==> src/rtl/rxbuf_guard_pkg.sv <==
package rxbuf_guard_pkg;

    typedef enum logic [2:0] {
        TRX_SLEEP  = 3'd0,
        TRX_IDLE   = 3'd1,
        TRX_RX     = 3'd2,
        TRX_RX_ACK = 3'd3,
        TRX_TX     = 3'd4
    } trx_state_e;

    typedef enum logic {
        LK_OPEN = 1'b0,
        LK_HELD = 1'b1
    } lock_state_e;

    typedef struct packed {
        logic       ext_mode;
        logic       crc_ok;
        logic       end_irq;
    } accept_info_t;

    function automatic logic is_listening(input logic [2:0] st);
        return (st == TRX_RX) || (st == TRX_RX_ACK);
    endfunction

    function automatic logic frame_accepted(input accept_info_t info);
        return info.ext_mode ? info.end_irq : info.crc_ok;
    endfunction

endpackage

==> src/rtl/rxbuf_lock_ctrl.sv <==
module rxbuf_lock_ctrl
    import rxbuf_guard_pkg::*;
(
    input  logic       clk,
    input  logic       rst,
    input  logic [2:0] trx_state,
    input  logic       ext_mode,
    input  logic       safe_mode,
    input  logic       rx_end,
    input  logic       rx_crc_ok,
    input  logic       rx_end_irq,
    input  logic       frame_blk,
    output logic       locked
);
    lock_state_e  st_q, st_d;
    accept_info_t info;
    logic         prot_en;

    assign info    = '{ext_mode: ext_mode, crc_ok: rx_crc_ok, end_irq: rx_end_irq};
    assign prot_en = safe_mode && is_listening(trx_state);

    always_comb begin
        st_d = st_q;
        case (st_q)
            LK_OPEN: if (prot_en && rx_end && !frame_blk && frame_accepted(info)) st_d = LK_HELD;
            LK_HELD: if (!prot_en) st_d = LK_OPEN;
            default: st_d = LK_OPEN;
        endcase
    end

    always_ff @(posedge clk) begin
        if (rst) st_q <= LK_OPEN;
        else     st_q <= st_d;
    end

    assign locked = (st_q == LK_HELD);

    assert_release_R6: assert property (@(posedge clk) disable iff (rst)
        !safe_mode |=> !locked);
    assert_leave_listen_R8: assert property (@(posedge clk) disable iff (rst)
        !is_listening(trx_state) |=> !locked);
    assert_lock_on_end_R2: assert property (@(posedge clk) disable iff (rst)
        $rose(locked) |-> $past(rx_end && !frame_blk && safe_mode));
    assert_mode_flag_R3: assert property (@(posedge clk) disable iff (rst)
        (!locked && rx_end && ext_mode && !rx_end_irq) |=> !locked);

endmodule

==> src/rtl/rxbuf_frame_track.sv <==
module rxbuf_frame_track (
    input  logic clk,
    input  logic rst,
    input  logic rx_start,
    input  logic rx_end,
    input  logic locked,
    output logic frame_blk,
    output logic frame_dropped
);
    logic disc_q;

    // a frame's verdict is taken at its start and held until its end
    assign frame_blk = rx_start ? locked : disc_q;

    always_ff @(posedge clk) begin
        if (rst) begin
            disc_q        <= 1'b0;
            frame_dropped <= 1'b0;
        end else begin
            if (rx_start)    disc_q <= locked;
            else if (rx_end) disc_q <= 1'b0;
            frame_dropped <= rx_end && frame_blk;
        end
    end

    assert_drop_after_end_R5: assert property (@(posedge clk) disable iff (rst)
        frame_dropped |-> $past(rx_end));
    assert_held_discard_R13: assert property (@(posedge clk) disable iff (rst)
        (disc_q && !rx_end && !rx_start) |=> disc_q);

endmodule

==> src/rtl/rxbuf_mem.sv <==
module rxbuf_mem #(
    parameter int DEPTH = 128,
    parameter int DW    = 8,
    localparam int AW   = $clog2(DEPTH)
) (
    input  logic          clk,
    input  logic          rad_we,
    input  logic [AW-1:0] rad_addr,
    input  logic [DW-1:0] rad_data,
    input  logic          host_we,
    input  logic [AW-1:0] host_addr,
    input  logic [DW-1:0] host_wdata,
    output logic [DW-1:0] host_rdata
);
    logic [DW-1:0] mem [DEPTH];

    always_ff @(posedge clk) begin
        if (rad_we && !(host_we && host_addr == rad_addr)) mem[rad_addr] <= rad_data;
        if (host_we) mem[host_addr] <= host_wdata;
        host_rdata <= mem[host_addr];
    end

endmodule

==> src/rtl/rxbuf_guard.sv <==
module rxbuf_guard
    import rxbuf_guard_pkg::*;
#(
    parameter int DEPTH = 128,
    parameter int DW    = 8,
    localparam int AW   = $clog2(DEPTH)
) (
    input  logic          clk,
    input  logic          rst,
    input  logic [2:0]    trx_state,
    input  logic          ext_mode,
    input  logic          safe_mode,
    input  logic          rx_start,
    input  logic          rx_we,
    input  logic [AW-1:0] rx_addr,
    input  logic [DW-1:0] rx_data,
    input  logic          rx_end,
    input  logic          rx_crc_ok,
    input  logic          rx_end_irq,
    input  logic          host_we,
    input  logic [AW-1:0] host_addr,
    input  logic [DW-1:0] host_wdata,
    output logic [DW-1:0] host_rdata,
    output logic          locked,
    output logic          frame_dropped
);
    logic frame_blk;
    logic rad_ok;

    rxbuf_lock_ctrl u_lock (
        .clk(clk), .rst(rst), .trx_state(trx_state), .ext_mode(ext_mode),
        .safe_mode(safe_mode), .rx_end(rx_end), .rx_crc_ok(rx_crc_ok),
        .rx_end_irq(rx_end_irq), .frame_blk(frame_blk), .locked(locked)
    );

    rxbuf_frame_track u_track (
        .clk(clk), .rst(rst), .rx_start(rx_start), .rx_end(rx_end),
        .locked(locked), .frame_blk(frame_blk), .frame_dropped(frame_dropped)
    );

    assign rad_ok = rx_we && !frame_blk;

    rxbuf_mem #(.DEPTH(DEPTH), .DW(DW)) u_mem (
        .clk(clk), .rad_we(rad_ok), .rad_addr(rx_addr), .rad_data(rx_data),
        .host_we(host_we), .host_addr(host_addr), .host_wdata(host_wdata),
        .host_rdata(host_rdata)
    );

    assert_locked_start_blocks_R4: assert property (@(posedge clk) disable iff (rst)
        (locked && rx_start) |-> !rad_ok);
    assert_no_lock_disabled_R1: assert property (@(posedge clk) disable iff (rst)
        (!locked && !(safe_mode && is_listening(trx_state))) |=> !locked);

endmodule

==> config.mk <==
export PLATFORM = sky130hd
export DESIGN_NAME = rxbuf_guard
export DESIGN_NICKNAME = d
export VERILOG_FILES = /design/src/rtl/rxbuf_guard_pkg.sv /design/src/rtl/rxbuf_lock_ctrl.sv /design/src/rtl/rxbuf_frame_track.sv /design/src/rtl/rxbuf_mem.sv /design/src/rtl/rxbuf_guard.sv
export SDC_FILE = /design/constraint.sdc
export NUM_CORES = 2
export LEC_CHECK = 0
export BUFFER_PORTS_ARGS = -buffer_cell sky130_fd_sc_hd__buf_2
export CAP_MARGIN = 20
export CORE_UTILIZATION = 40
export CTS_BUF_LIST = sky130_fd_sc_hd__clkbuf_2 sky130_fd_sc_hd__clkbuf_4 sky130_fd_sc_hd__clkbuf_8
export CTS_CLUSTER_SIZE = 40
export DETAILED_ROUTE_END_ITERATION = 7
export PLACE_DENSITY = 0.51
export SLEW_MARGIN = 25
export SYNTH_ARGS = -nofsm -noshare
export SYNTH_HDL_FRONTEND = slang
export SYNTH_SLANG_ARGS = --single-unit
export TNS_END_PERCENT = 20
==> constraint.sdc <==
create_clock -name clk -period 7.1 [get_ports clk]
set_input_delay 0.71 -clock clk [delete_from_list [all_inputs] [get_ports clk]]
set_output_delay 0.71 -clock clk [all_outputs]
set_load 0.01 [all_outputs]
==> out/results.ini <==
[drt]
detail-route-antenna-nets = 0
routed_wl_mm = 219
num_vias = 38200
viasPerCell = 6.56
drt_iter0_markers = 4838
first_pass_iters = 6
detail_route.wl_per_cell_um = 37.6
drc = 0

[synth]
ys.flop_type = edfxtp_1
postSynthAreaPerCell_um2 = 14.0
yosys_warnings = 0
ys_seq_elements = 1035
postSynthCellCount = 3906
seq_area_frac_synth = 0.568
async_flop_share = 0
syn_nets = 3949
synth-edff-count = 1024
synth.distinct_cells = 78
synth_area_um2 = 54500

[outcome]
status = completed

[global_route]
grt_pass1_wl_mm = 302
overflow = 0
grtUsageMet1 = 0.420
grt_use_met2 = 0.483
grtUsageMet3 = 0.0655
antenna_found_initial = 9
grt_max_degree = 94
grt_pass1_vias = 37200
grt_use_total = 0.313
busiest_layer = met2

[timing]
max_freq_mhz = 251
final-setup-viol-count = 0
hold_violations = 0
rsz0062_at_grt = no
fin_setup_tns_ns = 0
finalMaxSlewViolations = 0
period_share = 0.562
slew_headroom = 0.183
min_period_ns = 3.99
worst_slew_pin_slew_ns = 1.22
finalClockSkew_ns = 0.0403

[hold_path]
hold_class = in -> reg
worstHoldPathCells = 4
holdPathEnd = u_lock.locked
min-delay-start = rx_crc_ok

[power_and_ir_drop]
vdd_drop_max_v = 0.000145
power-per-cell-area_nw_per_um2 = 232
p_leak_uw = 0.0196
p_total_uw = 14000

[die]
start_util = 0.403
die_h_um = 371
die_area_um2 = 138000
core_um2 = 135000
row_count = 135
ioPinCount = 53
die_w_um = 371

[placed_design]
port_buffers = 51
finalWeightedCongestion = 0.885
post-dp-hpwl_mm = 130

[cts]
cts.sinks = 1035
cts-root-buf = clkbuf_8
h-tree-depth = 4
cts.reportedPaths.clkPinSlew_ns = 0.06
post_cts_resized = 0
cts_tree = yes
numCtsBuffers = 188
cts_setup_buffers = 0
cts_buffer_depth = 3
worstSkewPairLatency_ns = 0.95

[worst_setup_path]
cp_slowest_stage_delay_ns = 0.85
startpoint_type = primary input
crit_path_cell_trace = buf_2 > buf_4 > and2_1 > nand2_1 > a21oi_1 > a211oi_1 > nand4_1 > a221o_1
crit_cells = 8
crit_arrival_ns = 4.81
cp_max_fo = 21
cp_slowest_cell = nand2_1
cp.required_ns = 7.92
reg2reg_to = u_mem.mem[71][2]
endpoint_kind = flip-flop
criticalPathCategory = in -> reg
worstReg2RegStart = u_track.disc_q
reg2reg_depth = 8
cp_top_family = simple AND/OR/NAND/NOR gates
r2r_slack_ns = 3.16
path_buf_inv = 2

[layout]
synthToLayoutAreaGrowth_pct = 11.1
seq_area_um2 = 31000
nFillCells = 12300
multi_input_area_um2 = 21800
fin_nets = 3932
drive_gt1_frac = 0.435

[flow_run]
max_cap_viol_count = 0

## how the worst max path moves through the flow
stage               slack, ns                   to            from
global route             3.13     u_mem.mem[79][3]  u_track.disc_q
detailed placement       2.47  u_mem.host_rdata[0]    host_addr[4]
CTS                      3.29     u_mem.mem[79][3]  u_track.disc_q
global placement         2.30     u_mem.mem[50][7]    host_addr[0]
finish                   3.11  u_mem.host_rdata[0]    host_addr[4]
floorplan                4.14     u_mem.mem[27][0]    host_addr[2]
## Yosys cell counts (22+ instances only)
cell type | instances | area share
mux2_2 | 1095 | 0.23
edfxtp_1 | 1024 | 0.56
clkbuf_1 | 293 | 0.020
nand2_1 | 177 | 0.012
a221oi_1 | 151 | 0.024
o21ai_0 | 151 | 0.014
buf_2 | 102 | 0.0094
a22oi_1 | 90 | 0.012
a21oi_1 | 81 | 0.0074
o22ai_1 | 65 | 0.0075
mux2i_1 | 63 | 0.012
nor2_1 | 51 | 0.0035
nor2_2 | 47 | 0.0054
buf_4 | 29 | 0.0040
nand3_1 | 29 | 0.0027
mux4_2 | 28 | 0.012
nand2b_1 | 24 | 0.0028
nor2b_1 | 24 | 0.0028
a222oi_1 | 22 | 0.0040
## worst register-to-register path: cells and delay by family, from the launching register on
kind                   cells  cell delay, ns
AND/OR/NAND/NOR            3            1.24
AO/OA/AOI/OAI              3            1.21
buffers and inverters      2            0.80
flip-flops                 1            0.30
## final cells by class
cell class              count  share of cell area
well taps                1781              0.0368
inverters                   9            0.000640
diodes                      2           0.0000826
repair buffers            229              0.0301
multi-input cells        2426               0.360
clock buffers             269              0.0540
flip-flops and latches   1035               0.511
clock inverters            70             0.00679
## power by group
group	switching [uW]	leakage (uW)	internal [uW]	total, uW
Sequential	17.7	0.00930	6770	6790
Combinational	997	0.00840	482	1480
Clock	2690	0.00194	3080	5770
Total	3700	0.0196	10300	14000
## metrics by stage
stage	area, um2	setup slack (ns)	util	hold WS [ns]	std cells
3_5_place_dp	56700	2.47	0.419	0.519	5474
3_3_place_gp	56700	2.30	0.419	0.536	5472
2_1_floorplan	54500	4.14	-	0.546	3906
5_1_grt	60600	3.13	0.448	0.192	5820
6_report	60600	3.11	0.448	0.180	5821
4_1_cts	60500	3.29	0.447	0.108	5818
## per-layer routing
layer / share of wire / up-vias / wire length, um
li1: - / 15500 / -
met1: 0.41 / 20100 / 89500
met2: 0.45 / 2088 / 99300
met3: 0.089 / 475 / 19500
met4: 0.047 / 2 / 10300
met5: 0.000050 / - / 11
## cell usage in the layout, fill, tap and decap left out, types with 69 or more instances in the layout
master    synthesis  layout
a21oi_1          81      81
a221oi_1        151     151
a22oi_1          90      90
buf_4            29     177
clkbuf_4          0      69
clkbuf_8          0     201
edfxtp_1       1024    1024
mux2_2         1095    1095
nand2_1         177     174
o21ai_0         151     125
## cell families after synthesis
logic type / count (synthesis) / synth area share
XOR/XNOR: 7 / 0.00112
buffers and inverters: 445 / 0.0355
multiplexers: 1186 / 0.249
flip-flops: 1035 / 0.568
AND/OR/NAND/NOR: 464 / 0.0438
AO/OA/AOI/OAI: 769 / 0.102
## registers in the layout (all words and copies together), names as in the netlist
| name | count |
|---|---|
| u_lock.locked | 1 |
| u_mem.host_rdata | 8 |
| u_mem.mem | 1024 |
| u_track.disc_q | 1 |
| u_track.frame_dropped | 1 |
## timing repair
| action | 4_1_cts | 5_1_grt |
|---|---|---|
| endpoints found under the hold margin | 3 | 0 |
| hold buffers | 5 | 0 |
| setup endpoints to repair | 0 | 0 |
Note: power is estimated with default switching activity, not from simulation.
